`src/rtl/usb_ft_pkg.sv`:
```
package usb_ft_pkg;
    localparam int FT_FI_W     = 14;
    localparam int FT_LP_W     = 15;
    localparam int FT_FN_W     = 16;
    localparam int FT_DATA_W   = 32;
    localparam int FT_LP_LSB   = 16;
    localparam int FT_DEF_FI   = 12000;
    localparam int FT_OVERHEAD = 210;
    localparam int FT_DEF_LP   = ((FT_DEF_FI - FT_OVERHEAD) * 6) / 7;
    localparam int FT_DEF_PS   = (FT_DEF_FI * 90) / 100;

    typedef enum logic [1:0] {
        FT_HALT     = 2'd0,
        FT_EARLY    = 2'd1,
        FT_PERIODIC = 2'd2
    } ft_state_e;
endpackage

```
`src/rtl/usb_ft_regs.sv`:
```
module usb_ft_regs #(
    parameter int FI_W   = 14,
    parameter int LP_W   = 15,
    parameter int DATA_W = 32,
    parameter int LP_LSB = 16,
    parameter int DEF_FI = 12000,
    parameter int DEF_LP = 10105,
    parameter int DEF_PS = 10800
) (
    input  logic              clk,
    input  logic              rst_n,
    input  logic              wr,
    input  logic              sel,
    input  logic [DATA_W-1:0] wdata,
    output logic [DATA_W-1:0] rdata,
    output logic [FI_W-1:0]   fi_q,
    output logic [LP_W-1:0]   lp_q,
    output logic [FI_W-1:0]   ps_q
);
    always_ff @(posedge clk or negedge rst_n) begin
        if (!rst_n) begin
            fi_q <= FI_W'(DEF_FI);
            lp_q <= LP_W'(DEF_LP);
            ps_q <= FI_W'(DEF_PS);
        end else if (wr) begin
            if (!sel) begin
                fi_q <= wdata[FI_W-1:0];
                lp_q <= wdata[LP_LSB +: LP_W];
            end else begin
                ps_q <= wdata[FI_W-1:0];
            end
        end
    end

    always_comb begin
        rdata = '0;
        if (!sel) begin
            rdata[FI_W-1:0]       = fi_q;
            rdata[LP_LSB +: LP_W] = lp_q;
        end else begin
            rdata[FI_W-1:0] = ps_q;
        end
    end
endmodule

```
`src/rtl/usb_ft_ctrl.sv`:
```
module usb_ft_ctrl
    import usb_ft_pkg::*;
#(
    parameter int FI_W = 14
) (
    input  logic            clk,
    input  logic            rst_n,
    input  logic            run,
    input  logic            bit_tick,
    input  logic [FI_W-1:0] rem_q,
    input  logic [FI_W-1:0] ps_q,
    output logic            reload,
    output logic            step,
    output logic            running,
    output logic            periodic
);
    ft_state_e state_q, state_d;
    logic      rem_zero;
    logic      hit_window;

    assign rem_zero   = (rem_q == '0);
    assign hit_window = ((rem_q - FI_W'(1)) <= ps_q);

    always_ff @(posedge clk or negedge rst_n) begin
        if (!rst_n) state_q <= FT_HALT;
        else        state_q <= state_d;
    end

    always_comb begin
        state_d = state_q;
        if (!run) begin
            state_d = FT_HALT;
        end else begin
            unique case (state_q)
                FT_HALT:     if (bit_tick) state_d = FT_EARLY;
                FT_EARLY: begin
                    if (bit_tick && !rem_zero && hit_window) state_d = FT_PERIODIC;
                end
                FT_PERIODIC: if (bit_tick && rem_zero) state_d = FT_EARLY;
                default:     state_d = FT_HALT;
            endcase
        end
    end

    always_comb begin
        reload   = 1'b0;
        step     = 1'b0;
        running  = 1'b0;
        periodic = 1'b0;
        unique case (state_q)
            FT_HALT: begin
                reload = run && bit_tick;
            end
            FT_EARLY: begin
                running = 1'b1;
                reload  = run && bit_tick && rem_zero;
                step    = run && bit_tick && !rem_zero;
            end
            FT_PERIODIC: begin
                running  = 1'b1;
                periodic = 1'b1;
                reload   = run && bit_tick && rem_zero;
                step     = run && bit_tick && !rem_zero;
            end
            default: ;
        endcase
    end
endmodule

```
`src/rtl/usb_ft_counters.sv`:
```
module usb_ft_counters #(
    parameter int FI_W = 14,
    parameter int LP_W = 15,
    parameter int FN_W = 16
) (
    input  logic            clk,
    input  logic            rst_n,
    input  logic            reload,
    input  logic            step,
    input  logic [FI_W-1:0] fi_q,
    input  logic [LP_W-1:0] lp_q,
    output logic [FI_W-1:0] rem_q,
    output logic [LP_W-1:0] budget_q,
    output logic [FN_W-1:0] frame_q,
    output logic            sof_q
);
    always_ff @(posedge clk or negedge rst_n) begin
        if (!rst_n) begin
            rem_q    <= '0;
            budget_q <= '0;
            frame_q  <= '0;
            sof_q    <= 1'b0;
        end else begin
            sof_q <= reload;
            if (reload) begin
                rem_q    <= (fi_q == '0) ? '0 : fi_q - FI_W'(1);
                budget_q <= lp_q;
                frame_q  <= frame_q + FN_W'(1);
            end else if (step) begin
                rem_q <= rem_q - FI_W'(1);
                if (budget_q != '0) budget_q <= budget_q - LP_W'(1);
            end
        end
    end
endmodule

```
`src/rtl/usb_frame_timer.sv`:
```
module usb_frame_timer
    import usb_ft_pkg::*;
#(
    parameter int FI_W   = FT_FI_W,
    parameter int LP_W   = FT_LP_W,
    parameter int FN_W   = FT_FN_W,
    parameter int DATA_W = FT_DATA_W,
    parameter int LP_LSB = FT_LP_LSB,
    parameter int DEF_FI = FT_DEF_FI,
    parameter int DEF_LP = FT_DEF_LP,
    parameter int DEF_PS = FT_DEF_PS
) (
    input  logic              clk,
    input  logic              rst_n,
    input  logic              run,
    input  logic              bit_tick,
    input  logic              cfg_wr,
    input  logic              cfg_sel,
    input  logic [DATA_W-1:0] cfg_wdata,
    output logic [DATA_W-1:0] cfg_rdata,
    input  logic [LP_W:0]     pkt_len,
    output logic              pkt_fits,
    output logic              sof_pulse,
    output logic [FN_W-1:0]   frame_num,
    output logic [FI_W-1:0]   frame_left,
    output logic [LP_W-1:0]   pkt_budget,
    output logic              periodic_go
);
    logic [FI_W-1:0] fi_q;
    logic [LP_W-1:0] lp_q;
    logic [FI_W-1:0] ps_q;
    logic            reload;
    logic            step;
    logic            running;

    usb_ft_regs #(
        .FI_W(FI_W), .LP_W(LP_W), .DATA_W(DATA_W), .LP_LSB(LP_LSB),
        .DEF_FI(DEF_FI), .DEF_LP(DEF_LP), .DEF_PS(DEF_PS)
    ) regs_i (
        .clk(clk), .rst_n(rst_n), .wr(cfg_wr), .sel(cfg_sel),
        .wdata(cfg_wdata), .rdata(cfg_rdata),
        .fi_q(fi_q), .lp_q(lp_q), .ps_q(ps_q)
    );

    usb_ft_ctrl #(.FI_W(FI_W)) ctrl_i (
        .clk(clk), .rst_n(rst_n), .run(run), .bit_tick(bit_tick),
        .rem_q(frame_left), .ps_q(ps_q),
        .reload(reload), .step(step), .running(running), .periodic(periodic_go)
    );

    usb_ft_counters #(.FI_W(FI_W), .LP_W(LP_W), .FN_W(FN_W)) cnt_i (
        .clk(clk), .rst_n(rst_n), .reload(reload), .step(step),
        .fi_q(fi_q), .lp_q(lp_q),
        .rem_q(frame_left), .budget_q(pkt_budget),
        .frame_q(frame_num), .sof_q(sof_pulse)
    );

    assign pkt_fits = running && (pkt_len <= {1'b0, pkt_budget});
endmodule

```
`config.mk`:
```
export PLATFORM = sky130hd
export DESIGN_NAME = usb_frame_timer
export DESIGN_NICKNAME = d
export VERILOG_FILES = /design/src/rtl/usb_ft_pkg.sv /design/src/rtl/usb_ft_regs.sv /design/src/rtl/usb_ft_ctrl.sv /design/src/rtl/usb_ft_counters.sv /design/src/rtl/usb_frame_timer.sv
export SDC_FILE = /design/constraint.sdc
export NUM_CORES = 1
export LEC_CHECK = 0
export BUFFER_PORTS_ARGS = -buffer_cell sky130_fd_sc_hd__clkbuf_2
export CAP_MARGIN = 20
export CELL_PAD_IN_SITES_DETAIL_PLACEMENT = 1
export CELL_PAD_IN_SITES_GLOBAL_PLACEMENT = 1
export CORE_UTILIZATION = 37
export CTS_CLUSTER_SIZE = 16
export DETAILED_ROUTE_END_ITERATION = 8
export GPL_TIMING_DRIVEN = 0
export PLACE_DENSITY = 0.8
export SLEW_MARGIN = 25
export SYNTH_ARGS = -nofsm -noshare
export SYNTH_HDL_FRONTEND = slang
export SYNTH_SLANG_ARGS = --single-unit
```
`constraint.sdc`:
```
create_clock -name clk -period 2.7 [get_ports clk]
set_input_delay 0.135 -clock clk [delete_from_list [all_inputs] [get_ports clk]]
set_output_delay 0.135 -clock clk [all_outputs]
set_load 0.005 [all_outputs]
```
Yosys cells after proc, flatten, opt, wreduce, memory -nomap -nowiden
Cells that the tools add are included.

Output and inout bits: 80. Flip-flop bits (word level): 91. Logic and storage cells: 56.

Magnitude comparators: 2. Reduce and logical (&&, ||, !) cells: 19. Multiplexer cells: 17. Equality and inequality tests: 5. Add/sub/neg operators: 4. Bitwise gates (word level): 1.

Operator list (count): $mux 15 (4); $mux 14 (4); $logic_not 14->1 (2); $sub 14x1->14 const B (2); $add 16x1->16 const B (1); $le 16x15->1 (1); $reduce_bool 15->1 (1); $sub 15x1->15 const B (1); $le 14x14->1 (1); $mux 2 (4); $logic_and 1x1->1 (7); $ne 3x2->1 const B (2); $pmux 2 s3 (1); $reduce_and 2->1 (3); $reduce_bool 2->1 (2); $mux 1 (3); $ne 3x3->1 const B (1); $reduce_and 3->1 (1); $eq 2x1->1 const B (1); $eq 2x2->1 const B (1); $logic_not 2->1 (1); $pmux 1 s2 (1); $reduce_or 2->1 (1); $logic_not 1->1 (1); $not 1->1 (1).

Longest topological paths before layout
Gate-level depths: netlist of run 1.

Word-level depth: 7. Depth in mapped cells: 13. Depth with buffers taken out: 12.

Cells and area by module
From an unflattened synthesis of run 1, not the netlist that was laid out.

Cell total of the unflattened synthesis: 567. Area total of the unflattened synthesis: 5819.3 um^2.

Modules (own cells, without submodules): usb_ft_counters (cells an instance 277, sequential area each 1151.1 um^2, instances 1, area an instance 2626.3 um^2); usb_ft_regs (cells an instance 128, sequential area each 1102.3 um^2, instances 1, area an instance 1916.8 um^2); usb_ft_ctrl (cells an instance 108, sequential area each 50.0 um^2, instances 1, area an instance 858.3 um^2); usb_frame_timer (cells an instance 54, sequential area each 0.0 um^2, instances 1, area an instance 417.9 um^2).

Worst setup path before layout of run 1
No wires, ideal clock.

Kind: flip-flop to flip-flop. Start: reg cnt_i.rem_q[2]. End: reg ctrl_i.state_q[0]. Path slack: -0.254 ns. Setup time: 0.126 ns. Data arrival time: 2.829 ns. Period minus slack after synthesis: 2.954 ns. Cell stages (with the launch flop): 12. Required time: 2.574 ns. Path buffers: 0. Path through: dfrtp_1 or2_2 nor4_1 nand2_1 or3_1 xnor2_1 ha_1 nand4_1 o31a_1 o31a_1 o21a_1 mux2i_1.

Cells in the longest elaborated chain, start to end: 6.

RTL lines: start: declaration (RTL line usb_ft_counters.sv:12) `output logic [FI_W-1:0] rem_q,`; start signal: assignment (RTL line usb_ft_counters.sv:26) `rem_q <= (fi_q == '0) ? '0 : fi_q - FI_W'(1);`; start signal: assignment (RTL line usb_ft_counters.sv:30) `rem_q <= rem_q - FI_W'(1);`; parallel branches: the longest is 5 deep, another holds $sub 14x1->14; $reduce_and 3->1 (no line) *; end signal: assignment (RTL line usb_ft_ctrl.sv:26) `else state_q <= state_d;`; end: declaration (RTL line usb_ft_ctrl.sv:17) `ft_state_e state_q, state_d;`.

Mark *: on every way between the ends. A chain may end at the register's enable or synchronous reset.

Final worst setup path of run 1
Ends and elaborated chain as after synthesis.

==> impl_results.html, run 1 <==
<table>
<tr><th>Metric</th><th>Value</th></tr>
<tr><th colspan="2">Final layout</th></tr>
<tr><td>Antenna diode count</td><td>0</td></tr>
<tr><td>Final non-filler cell area</td><td>7100 um2</td></tr>
<tr><td>Fillers</td><td>1700</td></tr>
<tr><td>Total area of multi-input combinational cells</td><td>3150 um2</td></tr>
<tr><td>Post-Layout Cell Count</td><td>922</td></tr>
<tr><td>Fraction of final layout cells with drive strength greater than 1</td><td>roughly 36%</td></tr>
<tr><td>Post-layout nets</td><td>825</td></tr>
<tr><td>Area overhead of the layout relative to synthesis</td><td>24.6%</td></tr>
<tr><td>Register Area</td><td>~2300 um2</td></tr>
<tr><td>Final core utilization</td><td>48.1%</td></tr>
<tr><th colspan="2">Die</th></tr>
<tr><td>Die outline area</td><td>15900 um2</td></tr>
<tr><td>Starting density of the core</td><td>38.6%</td></tr>
<tr><td>I/O Pins</td><td>134</td></tr>
<tr><td>Die W</td><td>between 100 and 150 um</td></tr>
<tr><td>Placement row count</td><td>44</td></tr>
<tr><td>Core region area</td><td>14800 um2</td></tr>
<tr><td>Vertical die dimension</td><td>126 um</td></tr>
<tr><th colspan="2">STA</th></tr>
<tr><td>Final count of negative-setup-slack endpoints</td><td>2</td></tr>
<tr><td>Post-route setup slack</td><td>-553 ps</td></tr>
<tr><td>Worst clock skew on the final layout</td><td>~11 ps</td></tr>
<tr><td>Tcrit/Tclk final</td><td>120%</td></tr>
<tr><td>Maximum clock frequency</td><td>~310 MHz</td></tr>
<tr><td>Post-layout min period</td><td>3250 ps</td></tr>
<tr><td>Max-slew headroom at the worst pin</td><td>between 40 and 50%</td></tr>
<tr><td>Worst slack on hold paths</td><td>11.4 ps</td></tr>
<tr><td>Final hold violation count</td><td>0</td></tr>
<tr><td>Setup repair after global routing missed its margin</td><td>true</td></tr>
<tr><td>Pin slew with the least headroom to its limit</td><td>842 ps</td></tr>
<tr><td>Final slew viol count</td><td>0</td></tr>
<tr><td>Total negative slack</td><td>-1030 ps</td></tr>
<tr><th colspan="2">Global route</th></tr>
<tr><td>Largest net degree at the start of global routing</td><td>66</td></tr>
<tr><td>Top Usage Layer GRT</td><td>met2</td></tr>
<tr><td>Wire length of the first global-routing pass</td><td>roughly 30000 um</td></tr>
<tr><td>Overflow left after global routing</td><td>0</td></tr>
<tr><td>Number of antenna violations at the first check in global routing</td><td>0</td></tr>
<tr><td>GRT met3 Usage</td><td>2.12%</td></tr>
<tr><td>Via count of the first global-routing pass</td><td>roughly 5500</td></tr>
<tr><td>Met2 Resource Use GR</td><td>40.7%</td></tr>
<tr><td>GRT Total Usage</td><td>about a quarter</td></tr>
<tr><td>Global-route track usage on met1</td><td>30.5%</td></tr>
<tr><th colspan="2">Synthesis</th></tr>
<tr><td>Syn Area/Cell</td><td>9.81 um2</td></tr>
<tr><td>Number of distinct library cell variants in the gate-level netlist after synthesis</td><td>50</td></tr>
<tr><td>Netlist area before placement</td><td>5700 um2</td></tr>
<tr><td>Prevailing post-synth register cell</td><td>sky130_fd_sc_hd__dfrtp_1</td></tr>
<tr><td>Number of flip-flops and latches in the synthesized netlist</td><td>91</td></tr>
<tr><td>Number of synthesized flops with an enable pin</td><td>0</td></tr>
<tr><td>Number of standard cells after synthesis</td><td>~580</td></tr>
<tr><td>Area share of the leading cell type in the synthesized netlist</td><td>a little under a third</td></tr>
<tr><td>Cell types with the largest area share after synthesis</td><td>sky130_fd_sc_hd__dfrtp_1 (31%), sky130_fd_sc_hd__mux2_2 (10%), sky130_fd_sc_hd__dfstp_2 (9.7%), sky130_fd_sc_hd__ha_1 (8.3%), sky130_fd_sc_hd__xnor2_1 (6.6%)</td></tr>
<tr><td>Async set-or-reset flop fraction in the synthesized netlist</td><td>100%</td></tr>
<tr><td>Sequential share of the synthesized area</td><td>40.4%</td></tr>
<tr><td>Number of warnings issued by yosys</td><td>0</td></tr>
<tr><td>Post-synth top area cell</td><td>sky130_fd_sc_hd__dfrtp_1</td></tr>
<tr><th colspan="2">Setup path</th></tr>
<tr><td>Worst Setup Path Type</td><td>reg -&gt; reg</td></tr>
<tr><td>Critical-path maximum fanout</td><td>6</td></tr>
<tr><td>R2R Setup Slk</td><td>-550 ps</td></tr>
<tr><td>Kind of launch point of the worst setup path</td><td>register</td></tr>
<tr><td>Endpoint kind of the worst setup timing path</td><td>register</td></tr>
<tr><td>Crit path DAT</td><td>3530 ps</td></tr>
<tr><td>Worst endpoint required time</td><td>2980 ps</td></tr>
<tr><td>Worst r2r src</td><td>cnt_i.rem_q[2]</td></tr>
<tr><td>R2R Path End</td><td>ctrl_i.state_q[0]</td></tr>
<tr><td>Worst Reg-to-Reg Cells</td><td>11</td></tr>
<tr><th colspan="2">CTS</th></tr>
<tr><td>Post-CTS clock slew at the launch and capture registers of the worst setup and hold paths</td><td>70 ps</td></tr>
<tr><td>Clk_lat worst skew</td><td>350 ps</td></tr>
<tr><td>Worst-case clock buffer depth</td><td>2</td></tr>
<tr><td>Clock buffer count from CTS</td><td>9</td></tr>
<tr><td>CTS root buffer</td><td>sky130_fd_sc_hd__clkbuf_16</td></tr>
<tr><td>Maximum level of the CTS H-tree</td><td>3</td></tr>
<tr><td>Clock sink count</td><td>91</td></tr>
<tr><td>TritonCTS clock tree</td><td>yes</td></tr>
<tr><th colspan="2">Hold path</th></tr>
<tr><td>Endpoint with the worst hold slack</td><td>regs_i.lp_q[0]</td></tr>
<tr><td>Critical hold path startpoint</td><td>cfg_wdata[16]</td></tr>
<tr><td>Instance count along the most critical hold path</td><td>2</td></tr>
<tr><td>Hold crit path type</td><td>in -&gt; reg</td></tr>
<tr><th colspan="2">Routing</th></tr>
<tr><td>Drt initial violations</td><td>204</td></tr>
<tr><td>Number of routed nets with antenna violations</td><td>0</td></tr>
<tr><td>Remaining routing DRC violations</td><td>0</td></tr>
<tr><td>Detail-routed net length per standard cell</td><td>19.5 um</td></tr>
<tr><td>DR vias/cell</td><td>approximately 5.4</td></tr>
<tr><td>Drt first pass iters</td><td>4</td></tr>
<tr><td>Aggregate routed wire length</td><td>~18000 um</td></tr>
<tr><td>Total number of vias</td><td>4934</td></tr>
<tr><th colspan="2">Placed design</th></tr>
<tr><td>Place WS</td><td>-647 ps</td></tr>
<tr><td>Count of placed standard cells including taps</td><td>between 800 and 900</td></tr>
<tr><td>Port Buffers</td><td>around 130</td></tr>
<tr><td>Total half-perimeter wirelength after legalization and detailed placement</td><td>between 10000 and 15000 um</td></tr>
<tr><td>Placed cell areas</td><td>6620 um2</td></tr>
<tr><td>Routability Congestion</td><td>0.886</td></tr>
<tr><th colspan="2">Run status</th></tr>
<tr><td>Violated checks</td><td>negative setup slack</td></tr>
<tr><td>Status</td><td>complete, but fails checks</td></tr>
<tr><th colspan="2">Pwr</th></tr>
<tr><td>Overall Power</td><td>6.51 mW</td></tr>
<tr><td>Static Leakage</td><td>around 3.3 nW</td></tr>
<tr><td>Power per standard cell area</td><td>slightly above 900 nW/um2</td></tr>
<tr><td>Worst supply voltage drop on vdd</td><td>between 0.3 and 0.4 mV</td></tr>
<tr><th colspan="2">Flow run</th></tr>
<tr><td>Count of max-cap constraint violations</td><td>0</td></tr>
</table>
synth_stat cells (14+ instances only):
cell type,n
sky130_fd_sc_hd__nor2b_1,20
sky130_fd_sc_hd__ha_1,38
sky130_fd_sc_hd__o21ai_0,39
sky130_fd_sc_hd__mux2_2,53
sky130_fd_sc_hd__dfrtp_1,70
sky130_fd_sc_hd__dfstp_2,21
sky130_fd_sc_hd__nand3_1,22
sky130_fd_sc_hd__a21oi_1,14
sky130_fd_sc_hd__nand4_1,19
sky130_fd_sc_hd__nor2_1,24
sky130_fd_sc_hd__nand2_1,49
sky130_fd_sc_hd__inv_1,42
sky130_fd_sc_hd__xor2_1,17
sky130_fd_sc_hd__xnor2_1,43
sky130_fd_sc_hd__nor3_1,15
flip-flops by register name, summed over array words and instances, names as in the netlist:
register	flops
cnt_i.frame_q	16
cnt_i.budget_q	15
regs_i.lp_q	15
cnt_i.rem_q	14
regs_i.fi_q	14
regs_i.ps_q	14
ctrl_i.state_q	2
cnt_i.sof_q	1
worst max-delay path by stage:
stage / from / end / slack, ps / cells after the start
after floorplan: cnt_i.rem_q[5] / ctrl_i.state_q[0] / -220 / 11
after global placement: cnt_i.rem_q[8] / ctrl_i.state_q[0] / -540 / 12
after detailed placement: cnt_i.rem_q[8] / ctrl_i.state_q[0] / -650 / 12
after CTS: cnt_i.rem_q[6] / ctrl_i.state_q[0] / -550 / 13
after global routing: cnt_i.rem_q[6] / ctrl_i.state_q[0] / -630 / 12
final: cnt_i.rem_q[2] / ctrl_i.state_q[0] / -550 / 11
cell usage in the layout (no fill, tap or decap), drive strengths merged, types with 19 or more instances in the layout:
| cell type | netlist | final |
|---|---|---|
| clkbuf | 10 | 147 |
| nor2 | 24 | 24 |
| ha | 38 | 38 |
| nand2 | 49 | 49 |
| buf | 18 | 28 |
| xnor2 | 43 | 43 |
| mux2 | 53 | 53 |
| nand4 | 19 | 19 |
| o21ai | 40 | 40 |
| inv | 42 | 44 |
| nor2b | 20 | 20 |
| nand3 | 22 | 22 |
| dfrtp | 70 | 70 |
| dfstp | 21 | 21 |
cell type report:
class	count	area share, %
flip-flops and latches	91	32.5
plain buffers	27	2.17
repair buffers	140	10.8
clock buffers	9	3.17
clock inverters	7	1.37
well taps	184	3.24
multi-input cells	421	44.4
inverters	43	2.29
where the power goes:
part / switching (mW) / internal [mW] / total, mW
clock: 0.581 / 0.817 / 1.40
sequential: 0.492 / 1.76 / 2.25
combinational: 1.56 / 1.30 / 2.86
per-layer routing:
metal  wire length [um]  vias to the layer above
met5                  0                        -
met4                353                        0
met1               8010                     2495
met3                518                       24
li1                   -                     2306
met2               9120                      109
critical path, stage by stage (launching register included):
cell and delay (ps):
sky130_fd_sc_hd__dfrtp_2 450, sky130_fd_sc_hd__or2_2 350, sky130_fd_sc_hd__or4_4 500, sky130_fd_sc_hd__or3_4 350
sky130_fd_sc_hd__xnor2_2 140, sky130_fd_sc_hd__ha_1 320, sky130_fd_sc_hd__nand4_1 140, sky130_fd_sc_hd__o211ai_1 160
sky130_fd_sc_hd__o31a_1 200, sky130_fd_sc_hd__o31a_1 220, sky130_fd_sc_hd__o21a_1 170, sky130_fd_sc_hd__mux2i_1 190
cell families (layout without fill, tap and decap cells):
group	Yosys count	after routing	share of synthesized area, %
AND/OR/NAND/NOR	191	191	18.2
flip-flops	91	91	40.4
AO/OA/AOI/OAI	74	74	7.38
buffers and inverters	71	226	5.51
XOR/XNOR	60	60	9.22
multiplexers	55	55	10.8
adder cells (fa/ha/maj)	38	38	8.35
other	1	3	0.0658
what timing repair did:
action	in CTS	in global routing
setup buffers	6	6
pin swaps	2	2
endpoints found under the setup margin	4	6
hold buffers	1	0
resized for setup	9	11
cloned	0	0
hold endpoints to repair	26	0
(Power assumes the default switching activity.)
==> run 2, diff against run 1 <==
- clock period: 2.7 -> 2.85 ns (I/O delays scaled with it)
==> impl_results.html, run 2 (same netlist as run 1, synthesis figures left out) <==
<table>
<tr><th>Metric</th><th>Value</th></tr>
<tr><th colspan="2">Routing</th></tr>
<tr><td>Drt first pass iters</td><td>4 (unchanged)</td></tr>
<tr><td>Number of routed nets with antenna violations</td><td>0 (unchanged)</td></tr>
<tr><td>Aggregate routed wire length</td><td>18200 um (+1.3%)</td></tr>
<tr><td>Detail-routed net length per standard cell</td><td>19.8 um (+1.2%)</td></tr>
<tr><td>Remaining routing DRC violations</td><td>0 (unchanged)</td></tr>
<tr><td>Drt initial violations</td><td>205 (+0.49%)</td></tr>
<tr><td>DR vias/cell</td><td>5.38 (+0.54%)</td></tr>
<tr><td>Total number of vias</td><td>4966 (+0.65%)</td></tr>
<tr><th colspan="2">CTS</th></tr>
<tr><td>Clock buffer count from CTS</td><td>9 (unchanged)</td></tr>
<tr><td>CTS root buffer</td><td>sky130_fd_sc_hd__clkbuf_16</td></tr>
<tr><td>Worst-case clock buffer depth</td><td>2 (unchanged)</td></tr>
<tr><td>Maximum level of the CTS H-tree</td><td>3 (unchanged)</td></tr>
<tr><td>TritonCTS clock tree</td><td>yes</td></tr>
<tr><td>Clk_lat worst skew</td><td>350 ps (about the same)</td></tr>
<tr><td>Post-CTS clock slew at the launch and capture registers of the worst setup and hold paths</td><td>60 ps (about the same)</td></tr>
<tr><td>Clock sink count</td><td>91 (unchanged)</td></tr>
<tr><th colspan="2">Global route</th></tr>
<tr><td>Via count of the first global-routing pass</td><td>5400 (-1.7%)</td></tr>
<tr><td>Number of antenna violations at the first check in global routing</td><td>0 (unchanged)</td></tr>
<tr><td>Wire length of the first global-routing pass</td><td>29000 um (-0.73%)</td></tr>
<tr><td>Largest net degree at the start of global routing</td><td>55 (-17%)</td></tr>
<tr><td>Overflow left after global routing</td><td>0 (unchanged)</td></tr>
<tr><td>GRT Total Usage</td><td>23.3% (-0.17 points)</td></tr>
<tr><th colspan="2">Final layout</th></tr>
<tr><td>Antenna diode count</td><td>0 (unchanged)</td></tr>
<tr><td>Fillers</td><td>1714 (+0.82%)</td></tr>
<tr><td>Commonest cells after routing, fill and taps aside</td><td>sky130_fd_sc_hd__clkbuf_2 (126), sky130_fd_sc_hd__dfrtp_1 (65), sky130_fd_sc_hd__mux2_2 (53)</td></tr>
<tr><td>Number of flip-flops in the largest register</td><td>16 (unchanged)</td></tr>
<tr><td>Fraction of final layout cells with drive strength greater than 1</td><td>35.9% (-0.32 points)</td></tr>
<tr><td>Registers with the most flip-flops</td><td>cnt_i.frame_q x16, cnt_i.budget_q x15, regs_i.lp_q x15</td></tr>
<tr><td>Area overhead of the layout relative to synthesis</td><td>24.2%</td></tr>
<tr><td>Post-Layout Cell Count</td><td>923 (+0.11%)</td></tr>
<tr><td>Register ranked first by flip-flop count</td><td>cnt_i.frame_q</td></tr>
<tr><td>Post-layout nets</td><td>826 (+0.12%)</td></tr>
<tr><td>Most common cell after layout, fill and taps aside</td><td>sky130_fd_sc_hd__clkbuf_2</td></tr>
<tr><th colspan="2">Setup path</th></tr>
<tr><td>Crit path DAT</td><td>3430 ps (-100 ps)</td></tr>
<tr><td>Endpoint kind of the worst setup timing path</td><td>register</td></tr>
<tr><td>Cell at the slowest stage of the critical path</td><td>sky130_fd_sc_hd__dfrtp_2</td></tr>
<tr><td>Kind of launch point of the worst setup path</td><td>register</td></tr>
<tr><td>Worst Reg-to-Reg Cells</td><td>12 (+1)</td></tr>
<tr><td>Critical-path maximum fanout</td><td>5 (-1)</td></tr>
<tr><td>Dominant cell type by count on the critical path</td><td>sky130_fd_sc_hd__o31a_1</td></tr>
<tr><td>Critical-path cell list</td><td>nor4_4, nand2_1, or4_4, or3_4, xnor2_2, ha_1, nand4_1, o211ai_1, o31a_1, o31a_1, o21a_1, mux2i_1</td></tr>
<tr><td>Critical Path Max Stage Delay</td><td>450 ps (-50 ps)</td></tr>
<tr><td>Worst endpoint required time</td><td>3120 ps (+140 ps)</td></tr>
<tr><td>Worst Setup Path Type</td><td>reg -&gt; reg</td></tr>
<tr><th colspan="2">Placed design</th></tr>
<tr><td>Routability Congestion</td><td>0.866 (-2.3%)</td></tr>
<tr><td>Port Buffers</td><td>126 (unchanged)</td></tr>
<tr><td>Count of placed standard cells including taps</td><td>894 (unchanged)</td></tr>
<tr><td>Total half-perimeter wirelength after legalization and detailed placement</td><td>14000 um (-0.18%)</td></tr>
<tr><th colspan="2">Die</th></tr>
<tr><td>Placement row count</td><td>44 (unchanged)</td></tr>
<tr><td>Core region area</td><td>14800 um2 (unchanged)</td></tr>
<tr><td>Die W</td><td>126 um (unchanged)</td></tr>
<tr><td>Vertical die dimension</td><td>126 um (unchanged)</td></tr>
<tr><td>Starting density of the core</td><td>38.6% (unchanged)</td></tr>
<tr><td>I/O Pins</td><td>134 (unchanged)</td></tr>
<tr><td>Die outline area</td><td>15900 um2 (unchanged)</td></tr>
<tr><th colspan="2">Hold path</th></tr>
<tr><td>Instance count along the most critical hold path</td><td>2 (unchanged)</td></tr>
<tr><td>Hold crit path type</td><td>in -&gt; reg</td></tr>
<tr><th colspan="2">Pwr</th></tr>
<tr><td>Static Leakage</td><td>3.27 nW (+0.17%)</td></tr>
<tr><td>Worst supply voltage drop on vdd</td><td>0.356 mV (+7.5%)</td></tr>
<tr><td>Power per standard cell area</td><td>863 nW/um2 (-5.8%)</td></tr>
<tr><th colspan="2">STA</th></tr>
<tr><td>Post-route setup slack</td><td>-309 ps (+245 ps)</td></tr>
<tr><td>Max-slew headroom at the worst pin</td><td>35.4% (-7.6 points)</td></tr>
<tr><td>Worst clock skew on the final layout</td><td>6.31 ps (-4.49 ps)</td></tr>
<tr><td>Final hold violation count</td><td>0 (unchanged)</td></tr>
<tr><td>Final slew viol count</td><td>0 (unchanged)</td></tr>
<tr><td>Setup repair after global routing missed its margin</td><td>true</td></tr>
<tr><td>Worst slack on hold paths</td><td>32.7 ps (+21.3 ps)</td></tr>
<tr><td>Tcrit/Tclk final</td><td>111% (-9.7 points)</td></tr>
<tr><td>Maximum clock frequency</td><td>317 MHz (+3.0%)</td></tr>
<tr><td>Pin slew with the least headroom to its limit</td><td>955 ps (+113 ps)</td></tr>
<tr><td>Post-layout min period</td><td>3160 ps (-94.8 ps)</td></tr>
<tr><td>Final count of negative-setup-slack endpoints</td><td>2 (unchanged)</td></tr>
<tr><th colspan="2">Run status</th></tr>
<tr><td>Status</td><td>complete, but fails checks</td></tr>
<tr><td>Violated checks</td><td>negative setup slack</td></tr>
<tr><th colspan="2">Flow run</th></tr>
<tr><td>Count of max-cap constraint violations</td><td>0 (unchanged)</td></tr>
</table>
-- run 2: path summary, 6_finish.rpt --
check | from | end | slack (ps)
max | cnt_i.rem_q[4] | ctrl_i.state_q[0] | -310
min | cfg_wdata[26] | regs_i.lp_q[10] | 30
max reg2reg | cnt_i.rem_q[4] | ctrl_i.state_q[0] | -310
min reg2reg | cnt_i.frame_q[15] | cnt_i.frame_q[15] | 470
max in group asynchronous | rst_n | regs_i.lp_q[4] | 1940
min in group asynchronous | rst_n | regs_i.ps_q[6] | 270
-- run 2: repair_timing --
action | in CTS | in global routing
endpoints found under the setup margin | 3 | 2
endpoints found under the hold margin | 34 | 0
hold buffers | 1 | 0
gates resized for setup | 8 | 9
pin swaps | 1 | 1
buffers inserted | 3 | 10
-- run 2: through the flow --
step	worst slack [ps]	instance area, um2	utilization [%]	total power [mW]	setup TNS, ps
after floorplan	-74.6	5720	-	3.61	-74.6
after global placement	-430	6580	44.6	4.43	-749
after detailed placement	-551	6620	44.8	4.64	-1020
after CTS	-355	6990	47.4	5.98	-624
after global routing	-478	7080	48.0	6.48	-874
final	-309	7080	48.0	6.11	-547
-- run 2: final cells by class --
class	instances	area, um2	share of cell area (%)
multi-input combinational	421	3160	44.6
sequential	91	2310	32.6
timing repair buffer	141	774	10.9
clock buffer	12	246	3.48
tap	184	230	3.25
inverter	43	163	2.30
buffer	27	149	2.10
clock inverter	4	48.8	0.690
-- run 2: where the power goes --
| part | total (mW) | switching (mW) | internal (mW) |
|---|---|---|---|
| logic | 2.76 | 1.50 | 1.27 |
| registers | 2.13 | 0.465 | 1.67 |
| clock network | 1.21 | 0.509 | 0.705 |
| total | 6.11 | 2.47 | 3.64 |
-- run 2: critical path, delay by kind of cell (launching register included) --
family          cells  cell delay (ps)
simple gates        5             1330
flops               1              450
xor+xnor            1              150
fa+ha+maj           1              320
mux                 1              180
compound gates      4              650
-- run 2: per-layer routing --
metal  global-route usage (%)  wire length [um]
met5                        0                 0
met4                     10.5               574
met3                     2.29               472
met2                     40.1              9130
met1                     29.6              8050
